==> src/rtl/onewire_byte_xcvr.sv <==
module onewire_byte_xcvr #(
  parameter int BW = 8
) (
  input  logic          clk,
  input  logic          rst_n,
  input  logic          wr_en,
  input  logic [BW-1:0] wr_data,
  input  logic          rd_en,
  output logic [BW-1:0] rd_data,
  input  logic          ien_we,
  input  logic [7:0]    ien_data,
  output logic [7:0]    status,
  output logic          irq,
  output logic          slot_req,
  output logic          slot_bit,
  input  logic          slot_done,
  input  logic          slot_sample
);
  localparam int CW = (BW > 1) ? $clog2(BW) : 1;

  logic [BW-1:0] tx_buf, tx_sh, rx_sh, rx_buf;
  logic          tbe, tsre, rbf, rsrf, busy;
  logic [CW-1:0] cnt;
  logic [3:0]    ien;

  wire accept = wr_en & tbe;
  wire load   = ~tbe & ~busy & ~rsrf;
  wire step   = busy & slot_done;
  wire last   = step & (cnt == CW'(BW-1));
  wire xfer   = rsrf & ~rbf;

  always_ff @(posedge clk or negedge rst_n) begin
    if (!rst_n) begin
      tx_buf <= '0;
      tx_sh  <= '0;
      rx_sh  <= '0;
      rx_buf <= '0;
      tbe    <= 1'b1;
      tsre   <= 1'b1;
      rbf    <= 1'b0;
      rsrf   <= 1'b0;
      busy   <= 1'b0;
      cnt    <= '0;
      ien    <= '0;
    end else begin
      if (accept) begin
        tx_buf <= wr_data;
        tbe    <= 1'b0;
      end else if (load) begin
        tbe    <= 1'b1;
      end

      if (load) begin
        tx_sh <= tx_buf;
        busy  <= 1'b1;
        cnt   <= '0;
      end else if (step) begin
        tx_sh <= tx_sh >> 1;
        rx_sh <= {slot_sample, rx_sh[BW-1:1]};
        cnt   <= cnt + 1'b1;
        if (last) busy <= 1'b0;
      end

      if (accept)    tsre <= 1'b0;
      else if (last) tsre <= 1'b1;

      if (last)      rsrf <= 1'b1;
      else if (xfer) rsrf <= 1'b0;

      if (xfer) begin
        rx_buf <= rx_sh;
        rbf    <= 1'b1;
      end else if (rd_en) begin
        rbf    <= 1'b0;
      end

      if (ien_we) ien <= ien_data[5:2];
    end
  end

  assign status   = {2'b00, rsrf, rbf, tsre, tbe, 2'b00};
  assign irq      = |(status[5:2] & ien);
  assign rd_data  = rx_buf;
  assign slot_req = busy;
  assign slot_bit = tx_sh[0];

  AST_REQ_HELD: assert property (@(posedge clk) disable iff (!rst_n)
    slot_req && !slot_done |=> slot_req);
  AST_BIT_STABLE: assert property (@(posedge clk) disable iff (!rst_n)
    slot_req && !slot_done |=> $stable(slot_bit));
  AST_WRITE_CLEARS: assert property (@(posedge clk) disable iff (!rst_n)
    wr_en && status[2] |=> !status[2] && !status[3]);
  AST_STALL_NO_REQ: assert property (@(posedge clk) disable iff (!rst_n)
    status[5] |-> !slot_req);
  AST_NO_PARTIAL: assert property (@(posedge clk) disable iff (!rst_n)
    !$stable(rd_data) |-> $past(status[5]) && !$past(status[4]));
endmodule

==> config.mk <==
export PLATFORM = sky130hd
export DESIGN_NAME = onewire_byte_xcvr
export DESIGN_NICKNAME = d
export VERILOG_FILES = /design/src/rtl/onewire_byte_xcvr.sv
export SDC_FILE = /design/constraint.sdc
export NUM_CORES = 1
export LEC_CHECK = 0
export ABC_AREA = 1
export BUFFER_PORTS_ARGS = -buffer_cell sky130_fd_sc_hd__clkbuf_2
export CAP_MARGIN = 20
export CORE_MARGIN = 5
export CORE_UTILIZATION = 40
export DETAILED_ROUTE_END_ITERATION = 12
export PLACE_DENSITY_LB_ADDON = 0.12
export RECOVER_POWER = 50
export SLEW_MARGIN = 5
export SYNTH_ARGS = -nofsm -noshare
export SYNTH_HDL_FRONTEND = slang
export SYNTH_SLANG_ARGS = --single-unit
==> constraint.sdc <==
create_clock -name clk -period 3.2 [get_ports clk]
set_input_delay 0.64 -clock clk [delete_from_list [all_inputs] [get_ports clk]]
set_output_delay 0.64 -clock clk [all_outputs]
set_load 0.01 [all_outputs]
==> results of run 1 <==
-- routing by layer --
| metal | routed length, um | up-vias | share of wire |
|---|---|---|---|
| li1 | - | 692 | - |
| met3 | 179 | 8 | 0.055 |
| met5 | 0 | - | 0 |
| met1 | 1486 | 620 | 0.46 |
| met4 | 81 | 0 | 0.025 |
| met2 | 1500 | 29 | 0.46 |
-- registers in the layout, indices dropped and copies added, names as in the netlist --
name      count
rd_data       8
rx_sh         8
tx_buf        8
tx_sh         8
ien           4
cnt           3
rbf           1
rsrf          1
slot_req      1
tbe           1
tsre          1
-- layout by cell type, fill, tap and decap left out, drive strengths merged --
cell	count
dfrtp	42
bufinv	1
o21ai	20
nand2	77
buf	1
clkbuf	39
nand4	1
dfstp	2
nor2	2
o21a	1
nand3	20
clkinv	1
inv	19
ha	2
conb	4
mux2	4
-- how the worst min path moves through the flow --
stage,startpoint,to,slack [ps],cells past startpoint
4_1_cts,rst_n,rbf,320,1
5_1_grt,rd_data[0],rd_data[0],510,2
6_report,rd_data[0],rd_data[0],470,2
3_5_place_dp,rd_data[0],rd_data[0],460,2
2_1_floorplan,rst_n,cnt[0],340,0
3_3_place_gp,rd_data[0],rd_data[0],450,2
-- worst max-delay path: cells and delay by family, from the launching register on --
kind,cells,cell delay [ps]
flops,1,570
simple gates,2,160
buf+inv,1,130
-- kinds of logic (layout without fill, tap and decap cells) --
family | count (synthesis) | count (layout) | synth area share
and+or+nand+nor | 100 | 100 | 0.2354
adders and majority gates | 2 | 2 | 0.01266
muxes | 4 | 4 | 0.02278
buffers and inverters | 33 | 61 | 0.09746
other | 1 | 4 | 0.001897
DFF | 44 | 44 | 0.5582
AOI/OAI and AO/OA | 21 | 21 | 0.07152
-- through the flow --
stage | cell area (sq um) | instances | total power [W]
after detailed placement | 2123 | 295 | 0.001437
after floorplan | 1988 | 208 | 0.001308
after global routing | 2226 | 303 | 0.001984
final | 2226 | 303 | 0.001839
after CTS | 2245 | 303 | 0.001889
after global placement | 2123 | 295 | 0.001427
-- cell type report --
| cell class | count | area [sq um] |
|---|---|---|
| Clock buffer | 6 | 82.58 |
| Clock inverter | 2 | 38.79 |
| Fill cell | 499 | 2529 |
| Inverter | 19 | 71.32 |
| Multi-Input combinational cell | 131 | 675.6 |
| Sequential cell | 44 | 1104 |
| Tap cell | 67 | 83.83 |
| Timing Repair Buffer | 34 | 170.2 |
-- power groups by stage --
stage | logic [W] | clock network (W) | registers [W]
floorplan | 0.000399 | 0 | 0.000909
global placement | 0.000528 | 0 | 0.000899
detailed placement | 0.000534 | 0 | 0.000903
CTS | 0.000535 | 0.000461 | 0.000894
global route | 0.000584 | 0.000484 | 0.000916
finish | 0.000502 | 0.000449 | 0.000888
==> out/metrics.cfg, run 1 <==
[outcome]
status = completed

[critical_path]
crit_end = irq
crit_required_ps = 2560
rr_startpoint = slot_req
reg2reg_depth = 6
crit_chain = nand2_1, nand4_1, clkbuf_2
crit_arrival_ps = 1160
setup.worst_path.start = tbe
worstSetupStartpointType = flip-flop
crit_path_end_kind = output port
slowest_delay_ps = 570
r2r_slack_ps = 1540
crit_path_top_delay_cell = dfstp_1
cp_max_fo = 4
criticalPathCategory = flip-flop to output port
reg2reg_to = tx_sh[5]

[synth]
synth_warnings = 0
yosysMostFrequentCell = nand2_1
yosysTopAreaCellShare = 0.5316
yosys_most_used_dff = dfrtp_1
avgSynthCellArea_sq_um = 9.643
ys_seq_area_frac = 0.5582
ys_types = 22
ys_async_sr_fraction = 1.000
synth_commonest_cells = nand2_1, dfrtp_1, inv_1, nand3_1
synth_edf_count = 0
synth_seq_cells = 44
syn_inst = 205
yosys-top-cells-area = dfrtp_1, nand2_1, nand3_2
syn_area_sq_um = 1977
synth_area_leader_cell = dfrtp_1

[global_route]
grt_pass1_wl_um = 5637
grt_antenna_before_repair = 0
grt_pass1_vias = 1283
gr-total-overflow = 0
use_met2 = 0.1838
gr-usage-met3 = 0.03363
grt_usage = 0.1144
busiest_layer = met2
grt_max_degree = 31
grtUsageMet1 = 0.1353

[cts]
post_cts_resized = 0
clock_sinks = 44
cts-buffers-inserted = 5
clkTransAtPathRegs_ps = 80
htree_levels = 2
postCtsSetupBuffers = 0
cts_hold_buffers = 0
insertion_delay_ps = 300
cts-root-buf = clkbuf_8
cts_tree = built
cts_buffer_depth = 2

[sta]
worstMarginPinSlew_ps = 1166
finClkSkew_ps = 9.984
worst_slack_ps = 1400
fin_crit_sh = 0.5625
tns_ps = 0
rsz0062_at_grt = false
finalSetupViolCount = 0
final_max_slew_viol_count = 0
post-route-min-period_ps = 1800
finalHoldViolCount = 0
fmax_mhz = 555.5
holdWs_ps = 472.8
slew_headroom = 0.2224

[route]
drc = 0
routed_via_density = 4.452
routed_wl_um = 3248
dr.pass1.iters = 4
routedWlPerCell_um = 10.72
drt_iter0_drc = 62
ant_nets = 0
vias = 1349

[pwr]
peakVddDrop_mv = 0.3766
clockPowerShare = 0.244
power_frac_comb = 0.273
sw_frac_of_total = 0.3327
power_switching_w = 0.0006120
p_int_w = 0.001228
p_per_area_nw_per_um2 = 826.4
leakagePower_nw = 1.160
p_seq_frac = 0.483

[floorplanning]
core-area_sq_um = 4755
pin_count = 42
fp.dieH_um = 80.30
die_w_um = 80.30
rows = 25
die_area_sq_um = 6448
start_util = 0.4158

[placement]
dp_hpwl_um = 2298
post-place-ws_ps = 1243
port_buffers = 33
gp_congestion = 0.7250

[flow_run]
drv_cap = 0

[finish]
layout-drive-gt1-share = 0.2669
final_core_util = 0.4682
insertedDiodeCount = 0
syn_to_final_growth_pct = 12.59
fin_nets = 260

[worst_hold_path]
hp-class = flip-flop to flip-flop

Note: power is estimated with default switching activity, not from simulation.
==> run 2: changes to the inputs <==
--- a/config.mk
+++ b/config.mk
@@ -5,7 +5,7 @@
 export SDC_FILE = /design/constraint.sdc
 export NUM_CORES = 1
 export LEC_CHECK = 0
-export ABC_AREA = 1
+export ABC_AREA = 0
 export BUFFER_PORTS_ARGS = -buffer_cell sky130_fd_sc_hd__clkbuf_2
 export CAP_MARGIN = 20
 export CORE_MARGIN = 5
==> constraint.sdc (replaced) <==
create_clock -name clk -period 1.6 [get_ports clk]
set_input_delay 0.32 -clock clk [delete_from_list [all_inputs] [get_ports clk]]
set_output_delay 0.32 -clock clk [all_outputs]
set_load 0.01 [all_outputs]
==> run 2 against run 1 <==
Count of clock-buffer cells in the layout unchanged; combinational power rose to 2.6 times the previous value; critical endpoint is now tx_sh[4]; hold slack got worse by 280 ps; area after synthesis is 4.4% lower; largest cell class unchanged; critical path depth did not move; clock skew down 2.6 ps; worst setup slack lost 1300 ps; flip-flop and latch count did not move; final cell count shrank 24%; non-clock buffer count grew 9; global-route usage increased by 1.6 points; design area down 0.17%.
==> out/metrics.cfg, run 2 <==
[sta]
rsz0062_at_grt = false
finClkSkew_ps = 7.348  ; -2.635 ps
fmax_mhz = 651.0
post-route-min-period_ps = 1536
fin_crit_sh = 0.9601
finalHoldViolCount = 0  ; unchanged
worstMarginPinSlew_ps = 628.3  ; -538.2 ps
slew_headroom = 0.5812  ; +0.3588
finalSetupViolCount = 0  ; unchanged
final_max_slew_viol_count = 0  ; unchanged
tns_ps = 0  ; unchanged

[synth]
synth_commonest_cells = dfrtp_1, mux2_2, and3_1, buf_4, nor4b_1
syn_inst = 137  ; -33%
syn_area_sq_um = 1889  ; -4.4%
synth_edf_count = 0  ; unchanged
ys_async_sr_fraction = 1.000  ; unchanged
yosys-top-cells-area = dfrtp_1, mux2_2, a311o_1
yosys_most_used_dff = dfrtp_1
synth_warnings = 0  ; unchanged
yosysMostFrequentCell = dfrtp_1
synth_seq_cells = 44  ; unchanged
synth_area_leader_cell = dfrtp_1
ys_types = 27  ; +23%
yosysTopAreaCellShare = 0.5563  ; +0.02465
avgSynthCellArea_sq_um = 13.79  ; +43%
ys_seq_area_frac = 0.5841  ; +0.02588

[cts]
htree_levels = 2  ; unchanged
clock_sinks = 44  ; unchanged
cts_buffer_depth = 2  ; unchanged
insertion_delay_ps = 290  ; about the same
cts_tree = built
cts-buffers-inserted = 5  ; unchanged
clkTransAtPathRegs_ps = 70  ; about the same
cts-root-buf = clkbuf_8

[finish]
syn_to_final_growth_pct = 17.62
insertedDiodeCount = 0  ; unchanged
final_area_sq_um = 2222  ; -0.17%
fill_cells = 436  ; -13%
final_cell_mix = dfrtp_1, clkbuf_2, mux2_2
final_core_util = 0.4768  ; +0.008621
final_common_cell = dfrtp_1
final_cells = 229  ; -24%
fin_nets = 199  ; -23%
layout-drive-gt1-share = 0.4343  ; +0.1673

[floorplanning]
core-area_sq_um = 4661  ; -2.0%
die_w_um = 78.73  ; -2.0%
start_util = 0.4054  ; -0.01042
fp.dieH_um = 78.73  ; -2.0%
pin_count = 42  ; unchanged
die_area_sq_um = 6198  ; -3.9%
rows = 25  ; unchanged

[global_route]
grt_pass1_wl_um = 6279  ; +11%
grt_antenna_before_repair = 0  ; unchanged
grt_pass1_vias = 1309  ; +2.0%
gr-total-overflow = 0  ; unchanged
grt_usage = 0.1307  ; +0.01632
grt_max_degree = 25  ; -19%

[critical_path]
crit_arrival_ps = 1710  ; +550 ps
worstSetupStartpointType = flip-flop
r2r_slack_ps = 60  ; -1480 ps
criticalPathCategory = flip-flop to flip-flop
crit_path_end_kind = flip-flop
cp_max_fo = 13  ; +9
crit_required_ps = 1770  ; -790 ps

[placement]
port_buffers = 33  ; unchanged
place_area_sq_um = 2120  ; -0.18%
placedCellCount = 219  ; -26%
gp_congestion = 0.6973  ; -3.8%
dp_hpwl_um = 2618  ; +14%

[route]
drt_iter0_drc = 68  ; +9.7%
vias = 1208  ; -10%
drc = 0  ; unchanged
dr.pass1.iters = 4  ; unchanged
routed_wl_um = 3727  ; +15%
routedWlPerCell_um = 16.28  ; +52%
routed_via_density = 5.275  ; +18%
ant_nets = 0  ; unchanged

[worst_hold_path]
hp-class = input pin to flip-flop

[flow_run]
drv_cap = 0  ; unchanged

[pwr]
peakVddDrop_mv = 0.7204  ; +91%
leakagePower_nw = 1.068  ; -7.9%
p_per_area_nw_per_um2 = 1742  ; +110%

[outcome]
status = completed

[run 2: cell count changes in the layout (fill, tap and decap cells not counted), sizes merged, moves of 2 or more]
cell   before  now
inv        19    2
buf         1    8
nor4b       0    8
a22oi       0    2
a311o       0    7
and3        0    9
nor2        2    0
nand3      20    0
a31o        0    3
nand2      77    4
mux2        4   28
o21ai      20    2
[run 2: critical path: stages (launching register included)]
cell     delay (ps)
dfstp_2         390
buf_4           180
or3_4           470
a311o_1         380
[run 2: cells by family after synthesis]
group	synth area share
compound gates	0.08875
fa+ha+maj	0.01324
other cells	0.001985
mux	0.1669
simple gates	0.08874
flops	0.5841
buf+inv	0.05629
[run 2: per-stage QoR]
stage | worst slack [ps] | power (W) | hold WS [ps]
2_1_floorplan | 149.3 | 0.002767 | 24.41
3_3_place_gp | 169.8 | 0.003126 | 211.1
3_5_place_dp | 144.6 | 0.003217 | 219.4
4_1_cts | 62.32 | 0.003952 | 179.8
5_1_grt | 26.89 | 0.004162 | 198.8
6_report | 63.92 | 0.003872 | 196.0
[run 2: layer usage]
layer	up-vias	wire length [um]	global-route usage
met5	-	0	0
li1	566	-	-
met1	610	1667	0.1589
met4	0	61	0.04720
met3	6	199	0.04535
met2	26	1799	0.2148
[run 2: worst paths after layout]
path                       startpoint    endpoint  cells past startpoint
max reg2reg                       tbe    tx_sh[4]                      3
min in group asynchronous       rst_n    tx_sh[0]                      2
min                             wr_en        tsre                      2
min reg2reg                rd_data[1]  rd_data[1]                      1
max                               tbe    tx_sh[4]                      3
max in group asynchronous       rst_n    rx_sh[0]                      3
[run 2: repair_timing]
item	in CTS	in global routing
hold endpoints to repair	6	0
buffers inserted	1	0
resized for setup	0	0
setup endpoints to repair	1	0
hold buffers	1	0
[run 2: power breakdown]
group | internal (W) | switching, W | leakage [nW]
combinational | 0.000735 | 0.000580 | 0.478
clock | 0.000344 | 0.000353 | 0.0510
sequential | 0.00159 | 0.000269 | 0.539
[run 2: final cells by class]
type | count | area, sq um | area share
clock buffers | 6 | 82.58 | 0.03716
repair buffers | 43 | 260.3 | 0.1171
flip-flops and latches | 44 | 1104 | 0.4966
multi-input cells | 78 | 690.7 | 0.3108
inverters | 2 | 7.507 | 0.003378
well taps | 54 | 67.56 | 0.03041
clock inverters | 2 | 10.01 | 0.004505
